$ cat src/rtl/phase_search_seq.sv
module phase_search_seq #(
  parameter int PHASE_W    = 6,
  parameter int METRIC_W   = 12,
  parameter int FAST_DWELL = 28,
  parameter int SLOW_DWELL = 64
) (
  input  logic                clk,
  input  logic                rst_n,
  input  logic                vsync,
  input  logic [METRIC_W-1:0] metric,
  input  logic                start,
  input  logic                seek_worst,
  input  logic                slow_dwell,
  input  logic                defer_apply,
  input  logic                soft_rst,
  output logic [PHASE_W-1:0]  trial_phase,
  output logic [PHASE_W-1:0]  best_phase,
  output logic [PHASE_W-1:0]  applied_phase,
  output logic                done
);
  localparam int SUM_W = METRIC_W + $clog2(SLOW_DWELL + 1);
  localparam int CNT_W = $clog2(SLOW_DWELL);
  localparam logic [PHASE_W-1:0] LAST_PHASE = '1;
  localparam logic [CNT_W-1:0]   FAST_LAST  = CNT_W'(FAST_DWELL - 1);
  localparam logic [CNT_W-1:0]   SLOW_LAST  = CNT_W'(SLOW_DWELL - 1);

  logic               busy, mode_worst, mode_slow, have_best;
  logic [CNT_W-1:0]   frame_cnt;
  logic [SUM_W-1:0]   acc, best_sum;

  wire [SUM_W-1:0]   step_sum   = acc + SUM_W'(metric);
  wire [CNT_W-1:0]   last_frame = mode_slow ? SLOW_LAST : FAST_LAST;
  wire               step_end   = busy && vsync && (frame_cnt == last_frame);
  wire               better     = !have_best ||
                                  (mode_worst ? (step_sum < best_sum) : (step_sum > best_sum));
  wire [PHASE_W-1:0] target     = busy ? trial_phase : best_phase;

  always_ff @(posedge clk) begin
    if (!rst_n || soft_rst) begin
      busy          <= 1'b0;
      done          <= 1'b0;
      mode_worst    <= 1'b0;
      mode_slow     <= 1'b0;
      have_best     <= 1'b0;
      frame_cnt     <= '0;
      acc           <= '0;
      best_sum      <= '0;
      trial_phase   <= '0;
      best_phase    <= '0;
      applied_phase <= '0;
    end else begin
      if (start && !busy) begin
        busy        <= 1'b1;
        done        <= 1'b0;
        have_best   <= 1'b0;
        frame_cnt   <= '0;
        acc         <= '0;
        trial_phase <= '0;
        mode_worst  <= seek_worst;
        mode_slow   <= slow_dwell;
      end else if (busy && vsync) begin
        if (step_end) begin
          frame_cnt <= '0;
          acc       <= '0;
          if (better) begin
            best_sum   <= step_sum;
            best_phase <= trial_phase;
            have_best  <= 1'b1;
          end
          if (trial_phase == LAST_PHASE) begin
            busy <= 1'b0;
            done <= 1'b1;
          end else begin
            trial_phase <= trial_phase + 1'b1;
          end
        end else begin
          frame_cnt <= frame_cnt + 1'b1;
          acc       <= step_sum;
        end
      end
      if (!defer_apply || vsync) applied_phase <= target;
    end
  end

  AST_TRIAL_HOLD: assert property (@(posedge clk) disable iff (!rst_n)
    busy && !vsync && !soft_rst |=> $stable(trial_phase));
  AST_STEP_ADVANCE: assert property (@(posedge clk) disable iff (!rst_n)
    step_end && !soft_rst && trial_phase != LAST_PHASE |=>
      trial_phase == PHASE_W'($past(trial_phase) + 1'b1));
  AST_START_IGNORED: assert property (@(posedge clk) disable iff (!rst_n)
    busy && start && !vsync && !soft_rst |=> busy && $stable(trial_phase));
  AST_DONE_IDLE: assert property (@(posedge clk) disable iff (!rst_n)
    done |-> !busy);
  AST_DONE_STICKY: assert property (@(posedge clk) disable iff (!rst_n)
    done && !start && !soft_rst |=> done);
  AST_SOFT_CLEAR: assert property (@(posedge clk) disable iff (!rst_n)
    soft_rst |=> !done && !busy && trial_phase == '0 && best_phase == '0 && applied_phase == '0);
  AST_DEFER_HOLD: assert property (@(posedge clk) disable iff (!rst_n)
    defer_apply && !vsync && !soft_rst |=> $stable(applied_phase));
endmodule

$ cat config.mk
export PLATFORM = sky130hd
export DESIGN_NAME = phase_search_seq
export DESIGN_NICKNAME = d
export VERILOG_FILES = /design/src/rtl/phase_search_seq.sv
export SDC_FILE = /design/constraint.sdc
export NUM_CORES = 1
export LEC_CHECK = 0
export BUFFER_PORTS_ARGS = -buffer_cell sky130_fd_sc_hd__buf_2
export CAP_MARGIN = 10
export CELL_PAD_IN_SITES_DETAIL_PLACEMENT = 2
export CELL_PAD_IN_SITES_GLOBAL_PLACEMENT = 2
export CORE_MARGIN = 2
export CORE_UTILIZATION = 33
export DETAILED_ROUTE_END_ITERATION = 8
export PLACE_DENSITY = 0.78
export SYNTH_ARGS = -nofsm -noshare
export SYNTH_HDL_FRONTEND = slang
export SYNTH_SLANG_ARGS = --single-unit
$ cat constraint.sdc
create_clock -name clk -period 3.55 [get_ports clk]
set_input_delay 0.1775 -clock clk [delete_from_list [all_inputs] [get_ports clk]]
set_output_delay 0.1775 -clock clk [all_outputs]
set_load 0.01 [all_outputs]
# After elaboration in Yosys (flattened, before gate mapping)
# Cells that the tools add are included.
[totals]
input_bits = 20
rom_bits = 0
memories = 0
ram_bits = 0
wordCells = 48
latchBits = 0
reg_bits = 67
[classes]
addsub = 3
n_eq_ne = 2
shift = 0
bitwise_logic = 2
muxes = 9
div_mod_pow = 0
n_mul = 0
magnitude_cmp = 2
n_reduce_logical = 19
[ops]
columns = ["cell", "count"]
rows = [
  ["adder 19 x 12 -> 19 bit", 1],
  ["> comparator 19 bit", 1],
  ["less-than comparator 19 bit", 1],
  ["2-to-1 mux 19 bit", 1],
  ["2-to-1 mux 6 bit", 3],
  ["adder 6 x 1 -> 6 bit, second input constant", 2],
  ["AND reduction 3 bit", 4],
  ["equality test 6 bit", 1],
  ["equality test 6 bit, second input constant", 1],
  ["nonzero test 2 bit", 3],
  ["2-to-1 mux 1 bit", 5],
  ["zero test 1 bit", 4],
  ["AND reduction 4 bit", 1],
  ["logical AND 1 bit", 3],
  ["logical OR 1 bit", 3],
  ["inverter 1 bit", 2],
  ["OR reduction 2 bit", 1],
]

# Depth between registers and ports, before layout
[logic_depth]
depth_word = 6
ltp_mapped = 18

# Worst setup path after synthesis
# OpenSTA, ideal clock, no wires.
[synth_path]
path_kind = "register to register"
startpoint = "register acc[8]"
endpoint = "register best_sum[9]"
path_buffers = 2
arrival_ps = 3757
stages_incl_launch_ff = 18
setup_time_ps = 128
setup_slack_ps = -335
period_less_slack_ps = 3885
path_cell_list = "dfxtp_1 > ha_1 > and3_4 > a221o_1 > a31o_1 > or2_4 > a311oi_2 > inv_2 > ha_1 > nand4_1 > nor4_2 > o31ai_1 > and3_1 > a211oi_2 > buf_6 > buf_12 > mux2i_1 > nor2_1"
[synth_between]
elab_chain_len = 5
word_cells_on_any_way = 6
classes_between = "1 x add/sub; 2 x order compare; 1 x mux; 2 x reduce/logical"
[synth_rtl]
columns = ["element", "line_no", "text"]
rows = [
  ["start, declared", "29", "logic [SUM_W-1:0] acc, best_sum;"],
  ["start signal, assigned", "78", "acc <= step_sum;"],
  ["adder 19 x 12 -> 19 bit *", "31", "wire [SUM_W-1:0] step_sum = acc + SUM_W'(metric);"],
  ["via step_sum[13]", "31", ""],
  ["> comparator 19 bit / less-than comparator 19 bit (equally long branches)", "35", "(mode_worst ? (step_sum < best_sum) : (step_sum > best_sum));"],
  ["2-to-1 mux 1 bit *", "35", ""],
  ["logical OR 1 bit *", "34", "wire better = !have_best ||"],
  ["AND reduction 4 bit (no source line) *", "--", ""],
  ["end signal, assigned", "66", "best_sum <= step_sum;"],
  ["end, declared", "29", ""],
]
# Mark *: on every way through the listed nets, which the timed path passes. The rest lies on a longest branch.
# A chain may end at the register's enable or synchronous reset.

# Worst setup path in the final report
[layout_path]
startpoint = "register acc[0]"
endpoint = "register best_sum[4]"
# Same word-level chain as after synthesis.

==> results.sh <==
export IMPL_outcome="complete, but fails checks"
export IMPL_violations="negative setup slack"
export IMPL_firstDrtPassIters=4
export IMPL_drt_iter0_drc=173
export IMPL_grt_pass1_wl_um=24060
export IMPL_ctsHoldBuffers=0
export IMPL_antenna_found_initial=0
export IMPL_die_w_um=112.3
export IMPL_ys_types=60
export IMPL_place_congestion=0.8080
export IMPL_grt_use_total_pct=24.65
export IMPL_power_internal_mw=1.341
export IMPL_arrival_ns=4.83
export IMPL_ant_nets=0
export IMPL_synth_edf_count=0
export IMPL_synth_common_cells="nor2_1, dfxtp_1, ha_1"
export IMPL_grt_pass1_vias=4329
export IMPL_power_mw=1.830
export IMPL_synthFlopType="dfxtp_1"
export IMPL_yosysTopAreaCell="dfxtp_1"
export IMPL_diodes=0
export IMPL_hold_viol=0
export IMPL_fp_dieH_um=112.3
export IMPL_pwr_share_comb_pct=9.6
export IMPL_area_delta_synth_final_pct=39.47
export IMPL_coreArea_mm2=0.01142
export IMPL_slew_headroom_pct=50.68
export IMPL_tns_ns=-24.13
export IMPL_n_fill_cell=1228
export IMPL_drive_gt1_share_pct=34.46
export IMPL_p_leak_nw=2.166
export IMPL_cts_root_buf="clkbuf_16"
export IMPL_cts_tree="done"
export IMPL_ctsHtreeMaxLevel=3
export IMPL_grt_max_degree=36
export IMPL_avgSynthCellArea_um2=8.705
export IMPL_crit_reg2reg_launch="acc[0]$_SDFFE_PP0P_"
export IMPL_fin_crit_sh_pct=130.4
export IMPL_fp_row_count=39
export IMPL_rsz0062_at_grt="true"
export IMPL_postSynthCellCount=445
export IMPL_cts_buffers=9
export IMPL_clkPwrFrac_pct=49.0
export IMPL_fin_skew_ns=0.01273
export IMPL_yosys_warnings=0
export IMPL_min_to="mode_slow$_SDFFE_PP0P_"
export IMPL_place_ws_ns=-0.5440
export IMPL_die_area_mm2=0.01262
export IMPL_hold_depth=3
export IMPL_synth_area_mm2=0.003874
export IMPL_dp_hpwl_um=9604
export IMPL_async_reset_ff_share_pct=0
export IMPL_drc=0
export IMPL_drv_slew=0
export IMPL_grt_overflow_total=0
export IMPL_min_path_type="input port to flip-flop"
export IMPL_maxCapViolCount=0
export IMPL_num_vias=3941
export IMPL_final_setup_worst_slack_ns=-1.080
export IMPL_p_sw_share_pct=26.76
export IMPL_routed_wl_um=17220
export IMPL_synthesis_nets=499
export IMPL_start_util_pct=33.93
export IMPL_io_pins=39
export IMPL_power_switching_uw=489.8
export IMPL_avgRoutedWirePerCell_um=24.49
export IMPL_rr_worst_depth=20
export IMPL_cts_buffer_depth=2
export IMPL_fin_nets=609
export IMPL_worst_pin_slew_ns=0.7399
export IMPL_seq_power_share_pct=41.4
export IMPL_yosysMostFrequentCell="nor2_1"
export IMPL_p_per_area_mw_per_mm2=338.8
export IMPL_crit_fanout=7
export IMPL_yosysSeqAreaShare_pct=34.63
export IMPL_port_buffers=38
export IMPL_min_from="slow_dwell"
export IMPL_vias_per_cell=5.606
export IMPL_reg2reg_to="best_sum[4]$_SDFFE_PP0P_"
export IMPL_synth_top_area_share_pct=34.63
export IMPL_r2r_setup_slack_ns=-1.08
export IMPL_clkTransAtPathRegs_ns=0.06
export IMPL_final_min_clock_period_ns=4.630
export IMPL_insertion_delay_ns=0.35
export IMPL_fmax_ghz=0.2160
export IMPL_end_kind="flip-flop"
export IMPL_cp_start_kind="flip-flop"
export IMPL_synth_area_leaders="dfxtp_1, ha_1, mux2i_1"
export IMPL_fin_util_pct=47.32
export IMPL_clock_sinks=67
export IMPL_cp_required_ns=3.75
export IMPL_setup_viol=25
export IMPL_ys_ff_latch=67
export IMPL_critPathKind="flip-flop to flip-flop"
export IMPL_peakVddDrop_mv=0.3075
[cell usage in the layout (no fill, tap or decap), types with 3 or more instances in the layout]
cell / synthesis / layout
dfxtp_2: 0 / 4
a211oi_2: 4 / 4
nand2_1: 17 / 17
a21oi_1: 25 / 21
ha_4: 0 / 7
nor2_1: 77 / 73
inv_1: 27 / 25
dfxtp_1: 67 / 63
xnor2_1: 7 / 7
o21a_1: 4 / 4
xor2_1: 11 / 10
mux2i_1: 30 / 25
a21o_1: 5 / 5
nand4_1: 8 / 8
buf_12: 1 / 3
a211oi_4: 0 / 3
a21oi_2: 0 / 3
a22oi_1: 13 / 13
and2_1: 4 / 3
nor3b_1: 3 / 3
nand2b_1: 7 / 7
and3_1: 5 / 4
a211oi_1: 11 / 8
o21ai_0: 7 / 7
buf_2: 3 / 38
nor2_4: 0 / 3
buf_4: 1 / 76
ha_1: 33 / 26
nor3_1: 7 / 7
inv_2: 1 / 3
nand3_1: 10 / 9
clkbuf_16: 0 / 10
mux2i_2: 0 / 3
or2_2: 3 / 3
[logic make-up (layout without fill, tap and decap cells)]
kind of cell | count (synthesis) | count (layout) | synth area share, %
AND/OR/NAND/NOR | 155 | 155 | 19.09
AO/OA/AOI/OAI | 92 | 92 | 17.54
flip-flops | 67 | 67 | 34.63
buffers and inverters | 49 | 164 | 5.749
adder cells (fa/ha/maj) | 34 | 34 | 11.18
multiplexers | 30 | 30 | 7.752
XOR/XNOR | 18 | 18 | 4.070
[metal layers]
layer	up-vias	track usage [%]	wire, um
met5	-	0	0
met4	0	7.398	729
met3	52	5.670	608
met2	109	47.71	9409
met1	1993	26.40	6469
li1	1787	-	-
[area by class of cell]
cell class                 instances  area, um^2  area share (%)
tap                              143       178.9           3.312
sequential                        67        1346           24.92
clock buffer                      11       252.7           4.678
multi-input combinational        329        2614           48.38
clock inverter                     5       37.54          0.6948
inverter                          28       105.1           1.945
timing repair buffer             120       868.3           16.07
[repair_timing]
item	4_1_cts	5_1_grt
setup buffers	7	10
pin swaps	7	19
cloned	1	1
endpoints found under the setup margin	25	25
gates resized for setup	22	25
[sequential cells by signal, summed over array words and instances (netlist names)]
signal,flops
acc,19
applied_phase,6
best_phase,6
best_sum,19
busy,1
done,1
frame_cnt,6
have_best,1
mode_slow,1
mode_worst,1
trial_phase,6
[worst max path at each step]
stage | start | endpoint | slack [ns] | depth (start not counted)
finish | acc[0]$_SDFFE_PP0P_ | best_sum[4]$_SDFFE_PP0P_ | -1.08 | 20
floorplan | acc[8]$_SDFFE_PP0P_ | best_sum[9]$_SDFFE_PP0P_ | -0.09 | 17
detailed placement | acc[9]$_SDFFE_PP0P_ | best_sum[15]$_SDFFE_PP0P_ | -0.54 | 16
CTS | acc[8]$_SDFFE_PP0P_ | best_sum[4]$_SDFFE_PP0P_ | -0.54 | 17
global route | acc[0]$_SDFFE_PP0P_ | best_sum[11]$_SDFFE_PP0P_ | -1.13 | 19
global placement | acc[9]$_SDFFE_PP0P_ | best_phase[1]$_SDFFE_PP0P_ | -0.42 | 16
[power by group through the flow]
| stage | Clock [mW] | Combinational, mW | Sequential [mW] |
|---|---|---|---|
| floorplan | 0 | 0.0816 | 0.775 |
| global placement | 0 | 0.140 | 0.774 |
| detailed placement | 0 | 0.149 | 0.775 |
| CTS | 0.903 | 0.158 | 0.758 |
| global route | 0.948 | 0.187 | 0.758 |
| finish | 0.896 | 0.176 | 0.758 |
[metrics by stage]
stage / std cells / instance area [um^2] / hold WS, ns
final: 703 / 5403 / 0.08421
after global routing: 703 / 5403 / 0.08351
after CTS: 694 / 5211 / 0.08040
after detailed placement: 670 / 4721 / 0.4432
after global placement: 670 / 4721 / 0.4194
after floorplan: 445 / 3949 / 0.3247
[worst max-delay path, cell delays in order (launching register included)]
cell and delay, ns:
dfxtp_1 0.34, ha_1 0.17, inv_1 0.06, fa_1 0.41, nor2b_2 0.16, o31a_1 0.24
o31ai_2 0.10, buf_4 0.16, a21oi_4 0.17, xor2_2 0.27, ha_1 0.32, nand4_1 0.21
buf_4 0.15, nor2_1 0.04, a32oi_2 0.28, nand3_1 0.25, a211oi_4 0.40, buf_4 0.19
buf_12 0.14, mux2i_4 0.28, nor2_1 0.12
No activity file was read; power rests on OpenSTA's default activity.
